### src/rtl/cmp_out_chan.sv
module cmp_out_chan #(
  parameter int CW = 16
) (
  input  logic          clk,
  input  logic          rst_n,
  input  logic [CW-1:0] cnt_val,
  input  logic          cnt_run,
  input  logic          upd_evt,
  input  logic          wr_en,
  input  logic [1:0]    wr_addr,
  input  logic [CW-1:0] wr_data,
  input  logic [1:0]    rd_addr,
  output logic [CW-1:0] rd_data,
  output logic          ref_lvl,
  output logic          ch_out,
  output logic          irq,
  output logic          dma_req
);
  localparam int CTLW = 8;

  logic [CTLW-1:0] ctl_q;
  logic [CW-1:0]   act_cmp, pre_cmp;
  logic            flag;
  logic [2:0]      mode;
  logic            pol, oe, pe, ie, de;
  logic            hit, ctl_wr, cmp_wr, clr_wr;

  assign mode = ctl_q[2:0];
  assign pol  = ctl_q[3];
  assign oe   = ctl_q[4];
  assign pe   = ctl_q[5];
  assign ie   = ctl_q[6];
  assign de   = ctl_q[7];

  assign hit    = cnt_run && (cnt_val == act_cmp);
  assign ctl_wr = wr_en && (wr_addr == 2'd0);
  assign cmp_wr = wr_en && (wr_addr == 2'd1);
  assign clr_wr = wr_en && (wr_addr == 2'd2) && wr_data[0];

  always_ff @(posedge clk or negedge rst_n) begin
    if (!rst_n) ctl_q <= '0;
    else if (ctl_wr) ctl_q <= wr_data[CTLW-1:0];
  end

  always_ff @(posedge clk or negedge rst_n) begin
    if (!rst_n) begin
      pre_cmp <= '0;
      act_cmp <= '0;
    end else begin
      if (cmp_wr) pre_cmp <= wr_data;
      if (cmp_wr && !pe) act_cmp <= wr_data;
      else if (upd_evt) act_cmp <= pre_cmp;
    end
  end

  always_ff @(posedge clk or negedge rst_n) begin
    if (!rst_n) ref_lvl <= 1'b0;
    else begin
      unique case (mode)
        3'b001:  if (hit) ref_lvl <= 1'b1;
        3'b010:  if (hit) ref_lvl <= 1'b0;
        3'b011:  if (hit) ref_lvl <= ~ref_lvl;
        3'b100:  ref_lvl <= 1'b0;
        3'b101:  ref_lvl <= 1'b1;
        default: ref_lvl <= ref_lvl;
      endcase
    end
  end

  always_ff @(posedge clk or negedge rst_n) begin
    if (!rst_n) begin
      flag    <= 1'b0;
      dma_req <= 1'b0;
    end else begin
      if (hit) flag <= 1'b1;
      else if (clr_wr) flag <= 1'b0;
      dma_req <= hit && de;
    end
  end

  assign ch_out = oe && (ref_lvl ^ pol);
  assign irq    = flag && ie;

  always_comb begin
    rd_data = '0;
    unique case (rd_addr)
      2'd0: rd_data[CTLW-1:0] = ctl_q;
      2'd1: rd_data = act_cmp;
      2'd2: rd_data[0] = flag;
      default: rd_data = pre_cmp;
    endcase
  end
endmodule


### config.mk
export PLATFORM = sky130hd
export DESIGN_NAME = cmp_out_chan
export DESIGN_NICKNAME = d
export VERILOG_FILES = /design/src/rtl/cmp_out_chan.sv
export SDC_FILE = /design/constraint.sdc
export NUM_CORES = 1
export LEC_CHECK = 0
export ABC_AREA = 1
export ABC_CLOCK_PERIOD_IN_PS = 1700
export BUFFER_PORTS_ARGS = -buffer_cell sky130_fd_sc_hd__clkbuf_2
export CAP_MARGIN = 10
export CORE_UTILIZATION = 54
export DETAILED_ROUTE_END_ITERATION = 16
export GPL_ROUTABILITY_DRIVEN = 1
export MAX_ROUTING_LAYER = met4
export PLACE_DENSITY_LB_ADDON = 0.15
export SYNTH_ARGS = -nofsm -noshare
export SYNTH_HDL_FRONTEND = slang
export SYNTH_SLANG_ARGS = --single-unit
### constraint.sdc
create_clock -name clk -period 1.7 [get_ports clk]
set_clock_uncertainty 0.2 [all_clocks]
set_input_delay 0.085 -clock clk [delete_from_list [all_inputs] [get_ports clk]]
set_output_delay 0.085 -clock clk [all_outputs]
set_load 0.01 [all_outputs]
# Word level (Yosys, flattened, before mapping)
# Index checks and enable logic that the tools add are counted.
# totals
input_bits	41
word_cells	49
register_bits	43
output_inout_bits	20
# op_classes
bitwise_logic	2
mux	11
reduce_logical	17
n_eq_ne	13
# ops
cell	n
16-bit two-way mux	2
7-bit one-hot mux with 3 select lines	1
16-bit equality test	1
8-bit one-hot mux with 2 select lines	1
1-bit logical AND	9
3-bit by 2-bit equality test with 1-bit output, second input constant	2
3-bit equality test, second input constant	2
2-bit != test, second input constant	3
1-bit two-way mux	5
1-bit one-hot mux with 5 select lines	1
5-bit nonzero test	1
2-bit by 1-bit equality test with 1-bit output, second input constant	2
2-bit equality test, second input constant	2
2-bit logical NOT	2
4-bit AND reduction	1
2-bit nonzero test	2
3-bit by 1-bit equality test with 1-bit output, second input constant	1
1-bit one-hot mux with 3 select lines	1
2-bit OR reduction	1
1-bit logical NOT	1
1-bit NOT	1
1-bit XOR	1

# Logic depth before layout (Yosys ltp)
# depth
word_depth	5
mapped_depth	10
ltp_nobuf	10

# Worst setup path after synthesis
# Ideal clock, no wire load.
# synth_timing
path_type	reg-to-reg
start	register act_cmp[4]
end	register ref_lvl
arrival_ns	0.960
path_buffers	0
required_ns	1.383
setup_time_ns	0.117
path_stages_with_launch	7
slack_ns	0.423
period_less_slack_ns	1.277
cell_sequence	dfrtp_1 xnor2_1 nand3_1 nor2_1 nand4_1 nand3_1 nand2_1
# synth_via
elab_chain_len	4
elab_cells_between_ends	6
cone_classes	eq/ne: 4; reduce/logical: 2
# synth_rtl
element	line_no	text
from (decl)	22	logic [CW-1:0] act_cmp, pre_cmp;
from (signal assigned)	51	if (cmp_wr && !pe) act_cmp <= wr_data;
from (signal assigned)	52	else if (upd_evt) act_cmp <= pre_cmp;
16-bit equality test *	35	assign hit = cnt_run && (cnt_val == act_cmp);
1-bit logical AND *	35	
2-bit != test (no line)	--	
4-bit AND reduction (no line) *	--	
to (signal assigned)	62	3'b011: if (hit) ref_lvl <= ~ref_lvl;
to (signal assigned)	65	default: ref_lvl <= ref_lvl;
to (decl)	14	output logic ref_lvl,
# Every way passes the cells marked *; elsewhere a longest branch is shown, timed or not.
# A chain may end at the register's enable or synchronous reset.

# Worst setup path in the final report
# layout_timing
start	input port wr_addr[1]
end	register act_cmp[0]
# layout_via
elab_chain_len	4
elab_cells_between_ends	5
cone_classes	eq/ne: 1; mux: 1; reduce/logical: 3
# layout_rtl
element	line_no	text
from (decl)	10	input logic [1:0] wr_addr,
2-bit by 1-bit equality test with 1-bit output *	37	assign cmp_wr = wr_en && (wr_addr == 2'd1);
1-bit logical AND *	37	
1-bit logical AND *	51	
16-bit two-way mux / 2-bit nonzero test (equally long branches)	--	
# Marks and branches as above.

==> summary.txt <==
Power
  – Logic pwr share: 30.4%
  – Switch share: 34.8%
  – Clk network pwr share: 22.1%
  – Switch Pwr: 0.000981 W
  – Tot Pwr: 0.00282 W
  – Pwr/cell area: 896 nW/um^2
  – Max VDD drop: 0.000647 V
  – Sequential power share: 47.5%
  – Leakage: 1.66 nW
  – Pint: 0.00184 W

Logic synthesis
  – Compound-Gate Fraction of Synth Area: 20.7%
  – Yosys warnings: 0
  – Largest family of logic cells by synthesized area: simple AND/OR/NAND/NOR gates
  – EDFF count, synth: 0
  – Post-synthesis adder-cell area fraction: 0%
  – Top FF cell, synth: dfrtp_1
  – Ys async rst share: 100%
  – Seq/Total Area, Yosys: 42.6%
  – Flops & latches, synth: 43
  – Mux share of post-synthesis cell area: 1.78%
  – Syn Nets: 365
  – Synth Cell Area: 2530 um^2
  – Syn Inst Count: 324
  – Post-Synth Simple-Gate Area: 21.4%
  – XOR/XNOR share of the synthesized area: 2.08%
  – Syn avg cell area: 7.80 um^2
  – Synth cell types: 34

Floorplanning
  – Die Height: 70.4 um
  – Rows: 24
  – Initial core utilization: 57.3%
  – Die Wd: 70.4 um
  – Placeable Area: 4410 um^2
  – Die area: 4960 um^2
  – I/O pin cnt: 61

Placement
  – Post-place setup slack: 0.220 ns
  – Placed cells: 433
  – Dpl hpwl: 4.95 mm
  – Port Buf Inserts: 60
  – Routability cong.: 0.914

Hold path
  – Sink of the worst hold path: dma_req
  – Hold depth: 6
  – Hold WC Path Type: in2reg
  – Worst Min Path Start: cnt_val[4]

Drt
  – 1st-pass router iterations: 5
  – Via/cell ratio: 5.56
  – DRC: 0
  – Routed WL: 6.95 mm
  – Via count: 2562
  – ANT nets after route: 0
  – Met1 Wirelength: 3.04 mm
  – WL met3: 605 um
  – DR WL/cell: 15.1 um
  – DR top layer: met4
  – WL met2: 3.16 mm
  – Number of DRC markers in iteration 0: 188

Timing
  – Hold Vio Cnt, Final: 0
  – Slew HR: 62.8%
  – Max-slew violations: 0
  – Min Tclk post-route: 1.59 ns
  – Final setup margin: 0.111 ns
  – Max Fclk: 629 MHz
  – RSZ-0062 raised after global routing: false
  – Endpoints failing setup: 0
  – TNS Setup: 0 ns
  – Crit share post-route: 93.5%
  – Worst Tran Pin Value: 0.557 ns

Layout
  – Final core occ: 71.3%
  – Commonest non-fill, non-tap cell in the layout: nand2_1
  – Syn-to-layout area delta: 24.4%
  – Leading cell types in the layout, fill and taps excluded: 81 x nand2_1, 60 x clkbuf_2, 53 x inv_1
  – NumNets Final: 449
  – Final non-filler cell total: 461
  – Share of cells above drive strength 1: 23.7%
  – # fillers: 381
  – Ant diodes: 0

Critical path
  – CP max FO: 11
  – Most used cell, CP: nor2_2
  – Setup slack, reg-to-reg: 0.22 ns
  – Worst path max stage delay: 0.53 ns
  – Setup CP Type: in2reg
  – Worst Setup SP: wr_addr[1]
  – Critical Path AT: 1.56 ns
  – Worst-case reg-to-reg path depth: 6
  – RR Endpoint: ref_lvl
  – CP Data Required Time: 1.67 ns
  – Crit path cell chain: dlygate4sd3_1 > clkbuf_2 > nor2_2 > nand2_2 > nor2_8 > nor2_2 > inv_2 > o221ai_2
  – Setup crit start kind: input pin
  – CP endpoint kind: flop
  – Slowest CP cell: dlygate4sd3_1
  – Reg-to-Reg Start: act_cmp[8]

Clocking
  – # H-tree levels: 2
  – CTS Root Cell: clkbuf_8
  – Reg clk slew, reported paths: 0.08 ns
  – Clock sinks: 43
  – CTS tree: built
  – Max Root-Sink Buffers: 2
  – Clock latency on the worst-skew pair: 0.29 ns
  – Inserted Clock Buffers: 5

Global routing
  – Largest net degree at the start of global routing: 44
  – First-pass GRT wire length: 11.6 mm
  – Vias in the first global route: 2410
  – Initial antenna violation count: 0
  – Grt ovf: 0
  – GR Util All Layers: 31.3%

Run status
  – Outcome: finished clean

Flow run
  – Max-cap violations: 0
-- logic make-up after synthesis --
family                 Yosys count
AND/OR/NAND/NOR                129
AO/OA/AOI/OAI                   77
buffers and inverters           65
flip-flops                      43
XOR/XNOR                         6
multiplexers                     4
-- sequential cells by signal, summed over array words and instances (netlist names) --
register	count
flag	1
dma_req	1
ctl_q	8
ref_lvl	1
pre_cmp	16
act_cmp	16
-- per-layer routing --
layer	up-vias	track usage, %
met4	0	7.78
met5	-	-
met2	125	47.1
met3	18	5.77
met1	1194	43.9
li1	1225	-
-- cell type report --
| type | instances | area (um^2) | share of cell area (%) |
|---|---|---|---|
| multi-input combinational | 216 | 1160 | 37.0 |
| sequential | 43 | 1080 | 34.2 |
| timing repair buffer | 86 | 546 | 17.3 |
| inverter | 56 | 215 | 6.84 |
| clock buffer | 7 | 76.3 | 2.43 |
| tap | 52 | 65.1 | 2.07 |
| clock inverter | 1 | 5.00 | 0.159 |
-- power groups by stage --
| stage | clock, W | combinational [W] | sequential, W |
|---|---|---|---|
| after floorplan | 0 | 0.000542 | 0.00132 |
| after global placement | 0 | 0.000796 | 0.00135 |
| after detailed placement | 0 | 0.000812 | 0.00135 |
| after CTS | 0.000637 | 0.000852 | 0.00133 |
| after global routing | 0.000674 | 0.000967 | 0.00136 |
| final | 0.000623 | 0.000857 | 0.00134 |
-- repair_timing --
item / in CTS / in global routing
hold buffers: 20 / 0
buffers inserted: 0 / 0
gates resized for setup: 0 / 1
setup endpoints to repair: 0 / 3
hold endpoints to repair: 85 / 0
-- worst max-delay path, delay by kind of cell --
family | cells | cell delay, ns
buf+inv | 3 | 0.89
compound gates | 1 | 0.13
simple gates | 4 | 0.44
-- synth_stat cells, types with 3 or more instances --
master	number	area, um^2
inv_1	53	199
a21oi_1	5	25.0
nor2_1	25	93.8
o211ai_1	5	37.5
nand4_1	5	31.3
nand3_1	11	55.1
o21ai_2	9	78.8
xnor2_1	6	52.6
o221ai_2	4	60.1
o21ai_1	8	40.0
o221ai_1	3	26.3
buf_6	3	33.8
dfrtp_1	43	1080
o21ai_0	32	160
nand2_1	81	304
o22ai_1	4	25.0
mux2_2	4	45.0
-- stage by stage --
| stage | hold slack, ns | instance area [um^2] |
|---|---|---|
| after floorplan | -0.411 | 2530 |
| after global routing | 0.0618 | 3150 |
| after detailed placement | -0.0118 | 2860 |
| final | 0.0121 | 3150 |
| after global placement | -0.0102 | 2860 |
| after CTS | 0.0122 | 3140 |
-- worst max path at each step --
stage	end	slack (ns)	depth (start not counted)
2_1_floorplan	ref_lvl	0.42	6
3_3_place_gp	act_cmp[6]	0.24	5
3_5_place_dp	act_cmp[15]	0.22	5
4_1_cts	act_cmp[15]	0.09	9
5_1_grt	act_cmp[0]	0.03	8
6_report	act_cmp[0]	0.11	8
Note: power is estimated with default switching activity, not from simulation.
